==> src/rtl/net_irq_pkg.sv <==
package net_irq_pkg;
  localparam int unsigned ADDR_W = 3;
  localparam int unsigned DATA_W = 32;
  localparam int unsigned TX_W   = 9;
  localparam int unsigned RX_W   = 4;
  localparam int unsigned MASK_W = 27;

  localparam logic [TX_W-1:0] TX_CLR_MASK = 9'h1F7;
  localparam logic [RX_W-1:0] RX_CLR_MASK = 4'hF;

  localparam logic [ADDR_W-1:0] OFF_TX   = 3'd0;
  localparam logic [ADDR_W-1:0] OFF_RX   = 3'd1;
  localparam logic [ADDR_W-1:0] OFF_ISR  = 3'd2;
  localparam logic [ADDR_W-1:0] OFF_MASK = 3'd3;
  localparam logic [ADDR_W-1:0] OFF_EN   = 3'd4;
  localparam logic [ADDR_W-1:0] OFF_DIS  = 3'd5;

  // status bit -> interrupt bit
  localparam int unsigned TX_DONE_SB  = 5;
  localparam int unsigned TX_USED_SB  = 0;
  localparam int unsigned RX_FRAME_SB = 1;
  localparam int unsigned RX_NOBUF_SB = 0;
  localparam int unsigned INT_TX_DONE  = 7;
  localparam int unsigned INT_TX_USED  = 3;
  localparam int unsigned INT_RX_FRAME = 1;
  localparam int unsigned INT_RX_NOBUF = 2;

  localparam logic [MASK_W-1:0] MASK_RST = {MASK_W{1'b1}};
endpackage

==> src/rtl/irq_sticky_stat.sv <==
module irq_sticky_stat #(
  parameter int unsigned W = 4,
  parameter logic [W-1:0] CLR_MASK = '1
) (
  input  logic         clk_i,
  input  logic         rst_ni,
  input  logic [W-1:0] set_i,
  input  logic [W-1:0] clr_i,
  output logic [W-1:0] d_o,
  output logic [W-1:0] q_o
);
  logic [W-1:0] q;

  // set beats clear on the same bit
  assign d_o = (q & ~(clr_i & CLR_MASK)) | (set_i & CLR_MASK);
  assign q_o = q;

  always_ff @(posedge clk_i or negedge rst_ni)
    if (!rst_ni) q <= '0;
    else         q <= d_o;

  assert_set_wins_R3: assert property (@(posedge clk_i) disable iff (!rst_ni)
    (|(set_i & CLR_MASK)) |=> ((q & $past(set_i & CLR_MASK)) == $past(set_i & CLR_MASK)));

  assert_sticky_R2: assert property (@(posedge clk_i) disable iff (!rst_ni)
    (clr_i == '0) |=> ((q & $past(q)) == $past(q)));
endmodule

==> src/rtl/irq_mask_ctl.sv <==
module irq_mask_ctl #(
  parameter int unsigned MW = 27,
  parameter logic [MW-1:0] RST = '1
) (
  input  logic          clk_i,
  input  logic          rst_ni,
  input  logic          en_we_i,
  input  logic          dis_we_i,
  input  logic [MW-1:0] wdata_i,
  output logic [MW-1:0] d_o,
  output logic [MW-1:0] q_o
);
  logic [MW-1:0] q;

  always_comb begin
    d_o = q;
    if (en_we_i)  d_o = d_o & ~wdata_i;
    if (dis_we_i) d_o = d_o | wdata_i;
  end
  assign q_o = q;

  always_ff @(posedge clk_i or negedge rst_ni)
    if (!rst_ni) q <= RST;
    else         q <= d_o;

  assert_enable_clears_R6: assert property (@(posedge clk_i) disable iff (!rst_ni)
    (en_we_i && !dis_we_i) |=> ((q & $past(wdata_i)) == '0));

  assert_disable_sets_R6: assert property (@(posedge clk_i) disable iff (!rst_ni)
    dis_we_i |=> ((q & $past(wdata_i)) == $past(wdata_i)));

  assert_mask_hold_R10: assert property (@(posedge clk_i) disable iff (!rst_ni)
    (!en_we_i && !dis_we_i) |=> $stable(q));
endmodule

==> src/rtl/irq_latch.sv <==
module irq_latch #(
  parameter int unsigned MW = 27
) (
  input  logic          clk_i,
  input  logic          rst_ni,
  input  logic          trig_i,
  input  logic          rd_clr_i,
  input  logic [MW-1:0] cause_i,
  input  logic [MW-1:0] mask_i,
  output logic [MW-1:0] q_o,
  output logic          irq_o
);
  logic [MW-1:0] q, d;

  always_comb begin
    d = rd_clr_i ? '0 : q;
    if (trig_i) d = d | (cause_i & ~mask_i);
  end

  always_ff @(posedge clk_i or negedge rst_ni)
    if (!rst_ni) q <= '0;
    else         q <= d;

  assign q_o   = q;
  assign irq_o = |q;

  assert_read_clears_R7: assert property (@(posedge clk_i) disable iff (!rst_ni)
    (rd_clr_i && !trig_i) |=> (q == '0));

  assert_no_set_off_trigger_R5: assert property (@(posedge clk_i) disable iff (!rst_ni)
    !trig_i |=> ((q & ~$past(q)) == '0));

  assert_masked_stays_clear_R5: assert property (@(posedge clk_i) disable iff (!rst_ni)
    rd_clr_i |=> ((q & $past(mask_i)) == '0));
endmodule

==> src/rtl/net_irq_unit.sv <==
module net_irq_unit
  import net_irq_pkg::*;
#(
  parameter int unsigned AW  = ADDR_W,
  parameter int unsigned DW  = DATA_W,
  parameter int unsigned TXW = TX_W,
  parameter int unsigned RXW = RX_W,
  parameter int unsigned MW  = MASK_W
) (
  input  logic           clk_i,
  input  logic           rst_ni,
  input  logic           reg_we_i,
  input  logic           reg_re_i,
  input  logic [AW-1:0]  reg_addr_i,
  input  logic [DW-1:0]  reg_wdata_i,
  output logic [DW-1:0]  reg_rdata_o,
  input  logic [TXW-1:0] tx_evt_i,
  input  logic [RXW-1:0] rx_evt_i,
  output logic           irq_o
);
  logic wr_tx, wr_rx, wr_en, wr_dis, rd_isr, trig;
  logic [TXW-1:0] tx_d, tx_q;
  logic [RXW-1:0] rx_d, rx_q;
  logic [MW-1:0]  mask_d, mask_q, isr_q, cause;
  logic [DW-1:0]  rdata_q, rd_mux;
  logic unused_wdata;

  assign wr_tx  = reg_we_i && reg_addr_i == OFF_TX;
  assign wr_rx  = reg_we_i && reg_addr_i == OFF_RX;
  assign wr_en  = reg_we_i && reg_addr_i == OFF_EN;
  assign wr_dis = reg_we_i && reg_addr_i == OFF_DIS;
  assign rd_isr = reg_re_i && reg_addr_i == OFF_ISR;
  assign trig   = (|tx_evt_i) || (|rx_evt_i) || wr_tx || wr_rx || wr_en || wr_dis;
  assign unused_wdata = ^reg_wdata_i[DW-1:MW];

  irq_sticky_stat #(.W(TXW), .CLR_MASK(TX_CLR_MASK)) u_tx_stat (
    .clk_i, .rst_ni, .set_i(tx_evt_i),
    .clr_i(wr_tx ? reg_wdata_i[TXW-1:0] : '0), .d_o(tx_d), .q_o(tx_q));

  irq_sticky_stat #(.W(RXW), .CLR_MASK(RX_CLR_MASK)) u_rx_stat (
    .clk_i, .rst_ni, .set_i(rx_evt_i),
    .clr_i(wr_rx ? reg_wdata_i[RXW-1:0] : '0), .d_o(rx_d), .q_o(rx_q));

  irq_mask_ctl #(.MW(MW), .RST(MASK_RST)) u_mask (
    .clk_i, .rst_ni, .en_we_i(wr_en), .dis_we_i(wr_dis),
    .wdata_i(reg_wdata_i[MW-1:0]), .d_o(mask_d), .q_o(mask_q));

  always_comb begin
    cause = '0;
    cause[INT_TX_DONE]  = tx_d[TX_DONE_SB];
    cause[INT_TX_USED]  = tx_d[TX_USED_SB];
    cause[INT_RX_FRAME] = rx_d[RX_FRAME_SB];
    cause[INT_RX_NOBUF] = rx_d[RX_NOBUF_SB];
  end

  irq_latch #(.MW(MW)) u_latch (
    .clk_i, .rst_ni, .trig_i(trig), .rd_clr_i(rd_isr),
    .cause_i(cause), .mask_i(mask_d), .q_o(isr_q), .irq_o(irq_o));

  always_comb begin
    unique case (reg_addr_i)
      OFF_TX:   rd_mux = DW'(tx_q);
      OFF_RX:   rd_mux = DW'(rx_q);
      OFF_ISR:  rd_mux = DW'(isr_q);
      OFF_MASK: rd_mux = DW'(mask_q);
      default:  rd_mux = '0;
    endcase
  end

  always_ff @(posedge clk_i or negedge rst_ni)
    if (!rst_ni)       rdata_q <= '0;
    else if (reg_re_i) rdata_q <= rd_mux;

  assign reg_rdata_o = rdata_q;

  assert_isr_read_value_R9: assert property (@(posedge clk_i) disable iff (!rst_ni)
    rd_isr |=> (reg_rdata_o == DW'($past(isr_q))));

  assert_rdata_hold_R9: assert property (@(posedge clk_i) disable iff (!rst_ni)
    !reg_re_i |=> $stable(reg_rdata_o));
endmodule

==> config.mk <==
export PLATFORM = sky130hd
export DESIGN_NAME = net_irq_unit
export DESIGN_NICKNAME = d
export VERILOG_FILES = /design/src/rtl/net_irq_pkg.sv /design/src/rtl/irq_sticky_stat.sv /design/src/rtl/irq_mask_ctl.sv /design/src/rtl/irq_latch.sv /design/src/rtl/net_irq_unit.sv
export SDC_FILE = /design/constraint.sdc
export NUM_CORES = 1
export LEC_CHECK = 0
export BUFFER_PORTS_ARGS = -buffer_cell sky130_fd_sc_hd__buf_2
export CORE_UTILIZATION = 56
export DETAILED_ROUTE_END_ITERATION = 6
export PLACE_DENSITY = 0.89
export SLEW_MARGIN = 10
export SYNTH_ARGS = -nofsm -noshare
export SYNTH_HDL_FRONTEND = slang
export SYNTH_SLANG_ARGS = --single-unit
==> constraint.sdc <==
create_clock -name clk_i -period 1.96 [get_ports clk_i]
set_clock_uncertainty 0.15 [all_clocks]
set_input_delay 0.196 -clock clk_i [delete_from_list [all_inputs] [get_ports clk_i]]
set_output_delay 0.196 -clock clk_i [all_outputs]
set_load 0.1 [all_outputs]
==> results of run 1 <==
[cells by family (layout without fill, tap and decap cells)]
logic type             Yosys count  after routing  share of synthesized area
DFF                             70             70                      0.578
other                            1              5                    0.00121
and+or+nand+nor                 75             75                      0.111
AOI/OAI and AO/OA               50             50                      0.105
muxes                           32             32                      0.123
buffers and inverters           53            153                     0.0810
[stage by stage]
stage / instance area, µm² / std cells / hold slack (ns) / power [µW]
global placement: 3540 / 422 / -0.0536 / 2510
CTS: 3860 / 455 / 0.00608 / 3510
floorplan: 3100 / 285 / -0.250 / 2350
finish: 3870 / 455 / 0.0218 / 3490
detailed placement: 3540 / 422 / -0.0527 / 2540
global route: 3870 / 455 / 0.0249 / 3640
[report_power, final]
part	internal [µW]	switching, µW
Combinational	239	519
Sequential	1700	86.4
Clock	464	484
Total	2410	1090
[worst max path at each step]
stage	startpoint	slack [ns]	to
finish	u_latch.q_o[7]	0.03	irq_o
global route	u_latch.q_o[7]	0.0002	irq_o
CTS	u_latch.q_o[7]	0.02	irq_o
detailed placement	reg_addr_i[0]	0.25	reg_rdata_o[18]
global placement	reg_addr_i[0]	0.29	reg_rdata_o[20]
floorplan	u_latch.q_o[7]	0.29	irq_o
[routing by layer]
| layer | vias up | part of all wire | track usage | routed length [µm] |
|---|---|---|---|---|
| met2 | 98 | 0.52 | 0.456 | 3800 |
| met1 | 1217 | 0.41 | 0.336 | 2990 |
| met3 | 22 | 0.048 | 0.0419 | 356 |
| li1 | 1125 | - | - | - |
| met4 | 0 | 0.027 | 0.138 | 201 |
| met5 | - | 0 | 0 | 0 |
[layout make-up]
cell class	instances	area share
Clock buffer	16	0.0388
Multi-Input combinational cell	162	0.276
Timing Repair Buffer	104	0.169
Sequential cell	70	0.462
Inverter	33	0.0320
Tap cell	70	0.0226
[worst max-delay path, delay by kind of cell (launching register included)]
kind                   cells  cell delay (ns)
AND/OR/NAND/NOR            1             0.55
flip-flops                 1             0.40
buffers and inverters      1             0.30
[repair_timing]
item	in CTS	in global routing
endpoints found under the setup margin	0	1
endpoints found under the hold margin	61	0
resized for setup	0	1
hold buffers	17	0
[synth_stat cells]
library cell and count:
a21o_1 12, a21oi_1 2, a22oi_1 5, a32o_1 4, and2_1 1, and3b_1 1
and4bb_2 1, buf_2 5, buf_4 6, buf_6 3, clkbuf_1 6, conb_1 1
dfrtp_1 43, dfstp_2 27, inv_1 33, mux2_2 25, mux2i_1 5, mux4_1 1
mux4_2 1, nand2_1 58, nand2b_1 1, nand4_1 1, nor2_1 3, nor2b_1 2
nor3_1 2, nor4_1 2, nor4b_4 1, o21ai_0 18, o22ai_1 9, or3b_2 1
or4_1 1
==> reports/metrics.yaml, run 1 <==
hold_path.class: "input port to flip-flop"
antenna_found_initial: 0
track_usage: 0.269
path_cells: "or4_1 -> clkbuf_4"
ys_ff_latch: 70
ir_drop_v: 0.000648
end_kind: "primary output"
drive_above_1_share: 0.395
clock.fmax_mhz: 518
r2r_end: "u_tx_stat.q_o[8]"
ant_nets: 0
status: "finished, final reports clean"
finalCriticalPeriod_ns: 1.93
crit_type: "flip-flop to primary output"
ff_latch_area_um2: 1790
cts_made_buffers: 9
synth.area.top_cells: "dfrtp_1, dfstp_2, mux2_2"
grt_overflow: 0
synth_cell_types: 31
finalCritPeriodShare: 0.985
clk_latency_ns: 0.34
wl_per_cell_um: 16.2
startpoint_type: "flip-flop"
synthCells: 281
wirelength_um: 7350
r2r_setup_slack_ns: 0.54
cts_buffer_depth: 2
hpwl_um: 4910
cts.sinks: 70
setup_slack_ns: 0.0296
yosys_warnings: 0
final_cell_mix: "buf_2, nand2_1, dfrtp_1"
cp_slowest_cell: "or4_1"
numPortBuffers: 74
core_um2: 5200
drc: 0
drt_iter0_markers: 190
grt_pass1_wl_um: 11800
cts.clk_slew.worst_paths_ns: 0.07
num_vias: 2462
cts_root_buffer: "clkbuf_8"
n_antenna_cell: 0
fill_cells: 403
dieArea_um2: 5810
tns_ns: 0
cp_max_fo: 3
placementRows: 26
h-tree-depth: 3
hp-start: "reg_wdata_i[1]"
yosysSeqAreaShare: 0.578
slowest_delay_ns: 0.55
dieWidth_um: 76.3
area_growth_pct: 25.2
final_hold_viol_count: 0
die_y_um: 76.3
rr_startpoint: "u_tx_stat.q_o[8]"
fin_util: 0.743
power.density_nw_per_um2: 904
vias_per_cell: 5.41
post-place-ws_ns: 0.249
p_leak_uw: 0.00175
holdPathStages: 3
first_pass_iters: 4
start_util: 0.593
yosys.area.top_type: "dfrtp_1"
syn_avg_cell_area_um2: 11.0
grt_pass1_vias: 2469
cts_tree: "done"
cp.required_ns: 1.61
multi_input_area_um2: 1070
post-cts-setup-buffers: 0
setup_viol: 0
rsz0062_at_grt: "false"
cap_violations: 0
hold_end: "u_tx_stat.q_o[1]"
layout.nets: 432
gp_congestion: 0.876
drv_slew: 0
ioPinCount: 85
synth_area_um2: 3090
grt_max_degree: 32
rr_worst_depth: 2
layout_commonest_cell: "buf_2"
critical_path_arrival_ns: 1.58
yosysTopAreaCellShare: 0.348
Note: power is estimated with default switching activity, not from simulation.
==> inputs of run 2 (changes only) <==
- CORE_MARGIN: default -> 3
- CORE_UTILIZATION: 56 -> 52
- PLACE_DENSITY: 0.89 -> 0.83
- clock period: 1.96 -> 2.2 ns (I/O delays scaled with it)
==> run 2 against run 1 <==
Against the previous run:
- non-clock buffer count decreased by 7
- total power decreased by 0.32%
- critical path depth unchanged
- die area increased by 19%
- highest routed layer unchanged
- global-route usage decreased by 5.8 points
- sequential cell count unchanged
- via count decreased by 4.7%
- utilization decreased by 5.3 points
- first-iteration DRC count decreased by 28%
==> reports/metrics.yaml, run 2 (synthesized netlist as in run 1, its figures left out) <==
status: "finished, final reports clean"
pwr-share-clk: 0.353  # +0.082
post-cts-setup-buffers: 0  # unchanged
end_kind: "primary output"
grt_max_degree: 71  # +120%
finalCriticalPeriod_ns: 1.95
cts_made_buffers: 9  # unchanged
internal_power_uw: 2480  # +3.1%
final_hold_viol_count: 0  # unchanged
finalPower_uw: 3480  # -0.32%
n_antenna_cell: 0  # unchanged
critical_path_arrival_ns: 1.58  # about the same
fin_util: 0.690  # -0.0526
first_pass_iters: 4  # unchanged
ant_nets: 0  # unchanged
dieWidth_um: 83.1  # +8.9%
hpwl_um: 4730  # -3.7%
die_y_um: 83.1  # +8.9%
p_comb_frac: 0.191  # -0.026
finalCritPeriodShare: 0.886
dieArea_um2: 6900  # +19%
final_cell_mix: "buf_2, nand2_1, dfrtp_1"
num_vias: 2347  # -4.7%
cp_slowest_cell: "or4_1"
path_cells: "or4_1 -> buf_2"
setup_viol: 0  # unchanged
cts_root_buffer: "clkbuf_8"
cts.sinks: 70  # unchanged
cp.required_ns: 1.83  # +0.22 ns
slowest_delay_ns: 0.53  # -0.02 ns
start_util: 0.547  # -0.0459
area_growth_pct: 26.1
core_um2: 5640  # +8.4%
p_leak_uw: 0.00176  # +0.84%
power.density_nw_per_um2: 894  # -1.0%
startpoint_type: "flip-flop"
setup_slack_ns: 0.250  # +0.221 ns
placementRows: 27  # +3.8%
p_sw_uw: 1000  # -8.0%
drc: 0  # unchanged
grt_pass1_wl_um: 11700  # -1.2%
drt_iter0_markers: 136  # -28%
hold_path.class: "input port to flip-flop"
ir_drop_v: 0.000464  # -28%
cts.clk_slew.worst_paths_ns: 0.07  # about the same
drv_slew: 0  # unchanged
ioPinCount: 85  # unchanged
layout_commonest_cell: "buf_2"
tns_ns: 0  # unchanged
grt_pass1_vias: 2487  # +0.73%
h-tree-depth: 3  # unchanged
wirelength_um: 6950  # -5.5%
cap_violations: 0  # unchanged
grt_overflow: 0  # unchanged
sw_frac_of_total: 0.288  # -0.0239
cts_buffer_depth: 2  # unchanged
clock.fmax_mhz: 513
numPortBuffers: 74  # unchanged
wl_per_cell_um: 15.4  # -4.4%
rsz0062_at_grt: "false"
drive_above_1_share: 0.405  # +0.00996
clk_latency_ns: 0.33  # about the same
crit_type: "flip-flop to primary output"
antenna_found_initial: 0  # unchanged
track_usage: 0.212  # -0.0576
r2r_setup_slack_ns: 0.84  # +0.30 ns
gp_congestion: 0.885  # +1.1%
vias_per_cell: 5.22  # -3.6%
cts_tree: "done"
layout.nets: 425  # -1.6%
post-place-ws_ns: 0.436  # +0.187 ns
p_seq_frac: 0.456  # -0.056
cp_max_fo: 3  # unchanged
[run 2: cell types whose count changed in the layout (fill, tap and decap cells not counted)]
cell / before / now
clkbuf_1: 7 / 2
clkinvlp_4: 0 / 1
dlygate4sd3_1: 17 / 14
buf_2: 73 / 74
clkbuf_4: 1 / 0
buf_4: 12 / 8
inv_6: 0 / 1
bufinv_16: 0 / 3
[run 2: layout make-up]
| cell class | instances | area, µm² |
|---|---|---|
| sequential | 70 | 1790 |
| fill | 416 | 1750 |
| multi-input combinational | 162 | 1070 |
| timing repair buffer | 97 | 591 |
| clock buffer | 11 | 131 |
| inverter | 33 | 124 |
| clock inverter | 5 | 106 |
| tap | 72 | 90.1 |
[run 2: worst paths after layout]
path	startpoint	end	depth (start not counted)
setup / recovery	u_latch.q_o[7]	irq_o	2
hold / removal	reg_wdata_i[6]	u_tx_stat.q_o[6]	3
setup reg to reg	u_tx_stat.q_o[8]	u_tx_stat.q_o[8]	2
hold reg to reg	u_tx_stat.q_o[7]	u_tx_stat.q_o[7]	1
max in group asynchronous	rst_ni	asynchronous set/reset pin	3
min in group asynchronous	rst_ni	reg_rdata_o[16]	3
[run 2: worst max-delay path: cells and delay by family, from the launching register on]
kind	cells	cell delay (ns)
AND/OR/NAND/NOR	1	0.53
flip-flops	1	0.40
buffers and inverters	1	0.31
[run 2: through the flow]
| stage | area [µm²] | std cells | hold slack (ns) |
|---|---|---|---|
| 3_5_place_dp | 3520 | 420 | 0.121 |
| 6_report | 3890 | 450 | 0.0240 |
| 5_1_grt | 3890 | 450 | 0.0231 |
| 4_1_cts | 3890 | 450 | 0.00472 |
| 3_3_place_gp | 3520 | 420 | 0.116 |
| 2_1_floorplan | 3100 | 285 | -0.226 |
[run 2: per-layer routing]
metal | part of all wire | global-route usage | routed length, µm
met4 | 0.014 | 0.0802 | 97
met2 | 0.51 | 0.367 | 3550
met5 | 0 | 0 | 0
met3 | 0.044 | 0.0347 | 307
met1 | 0.43 | 0.266 | 2990
[run 2: timing repair]
action | 4_1_cts | 5_1_grt
hold endpoints to repair | 55 | 0
resized for setup | 0 | 0
setup endpoints to repair | 0 | 0
hold buffers | 14 | 0
[run 2: power groups by stage]
| stage | registers (µW) | logic (µW) | clock network [µW] |
|---|---|---|---|
| final | 1590 | 666 | 1230 |
| after global placement | 1600 | 637 | 0 |
| after global routing | 1610 | 711 | 1310 |
| after detailed placement | 1610 | 649 | 0 |
| after CTS | 1590 | 670 | 1260 |
| after floorplan | 1830 | 264 | 0 |
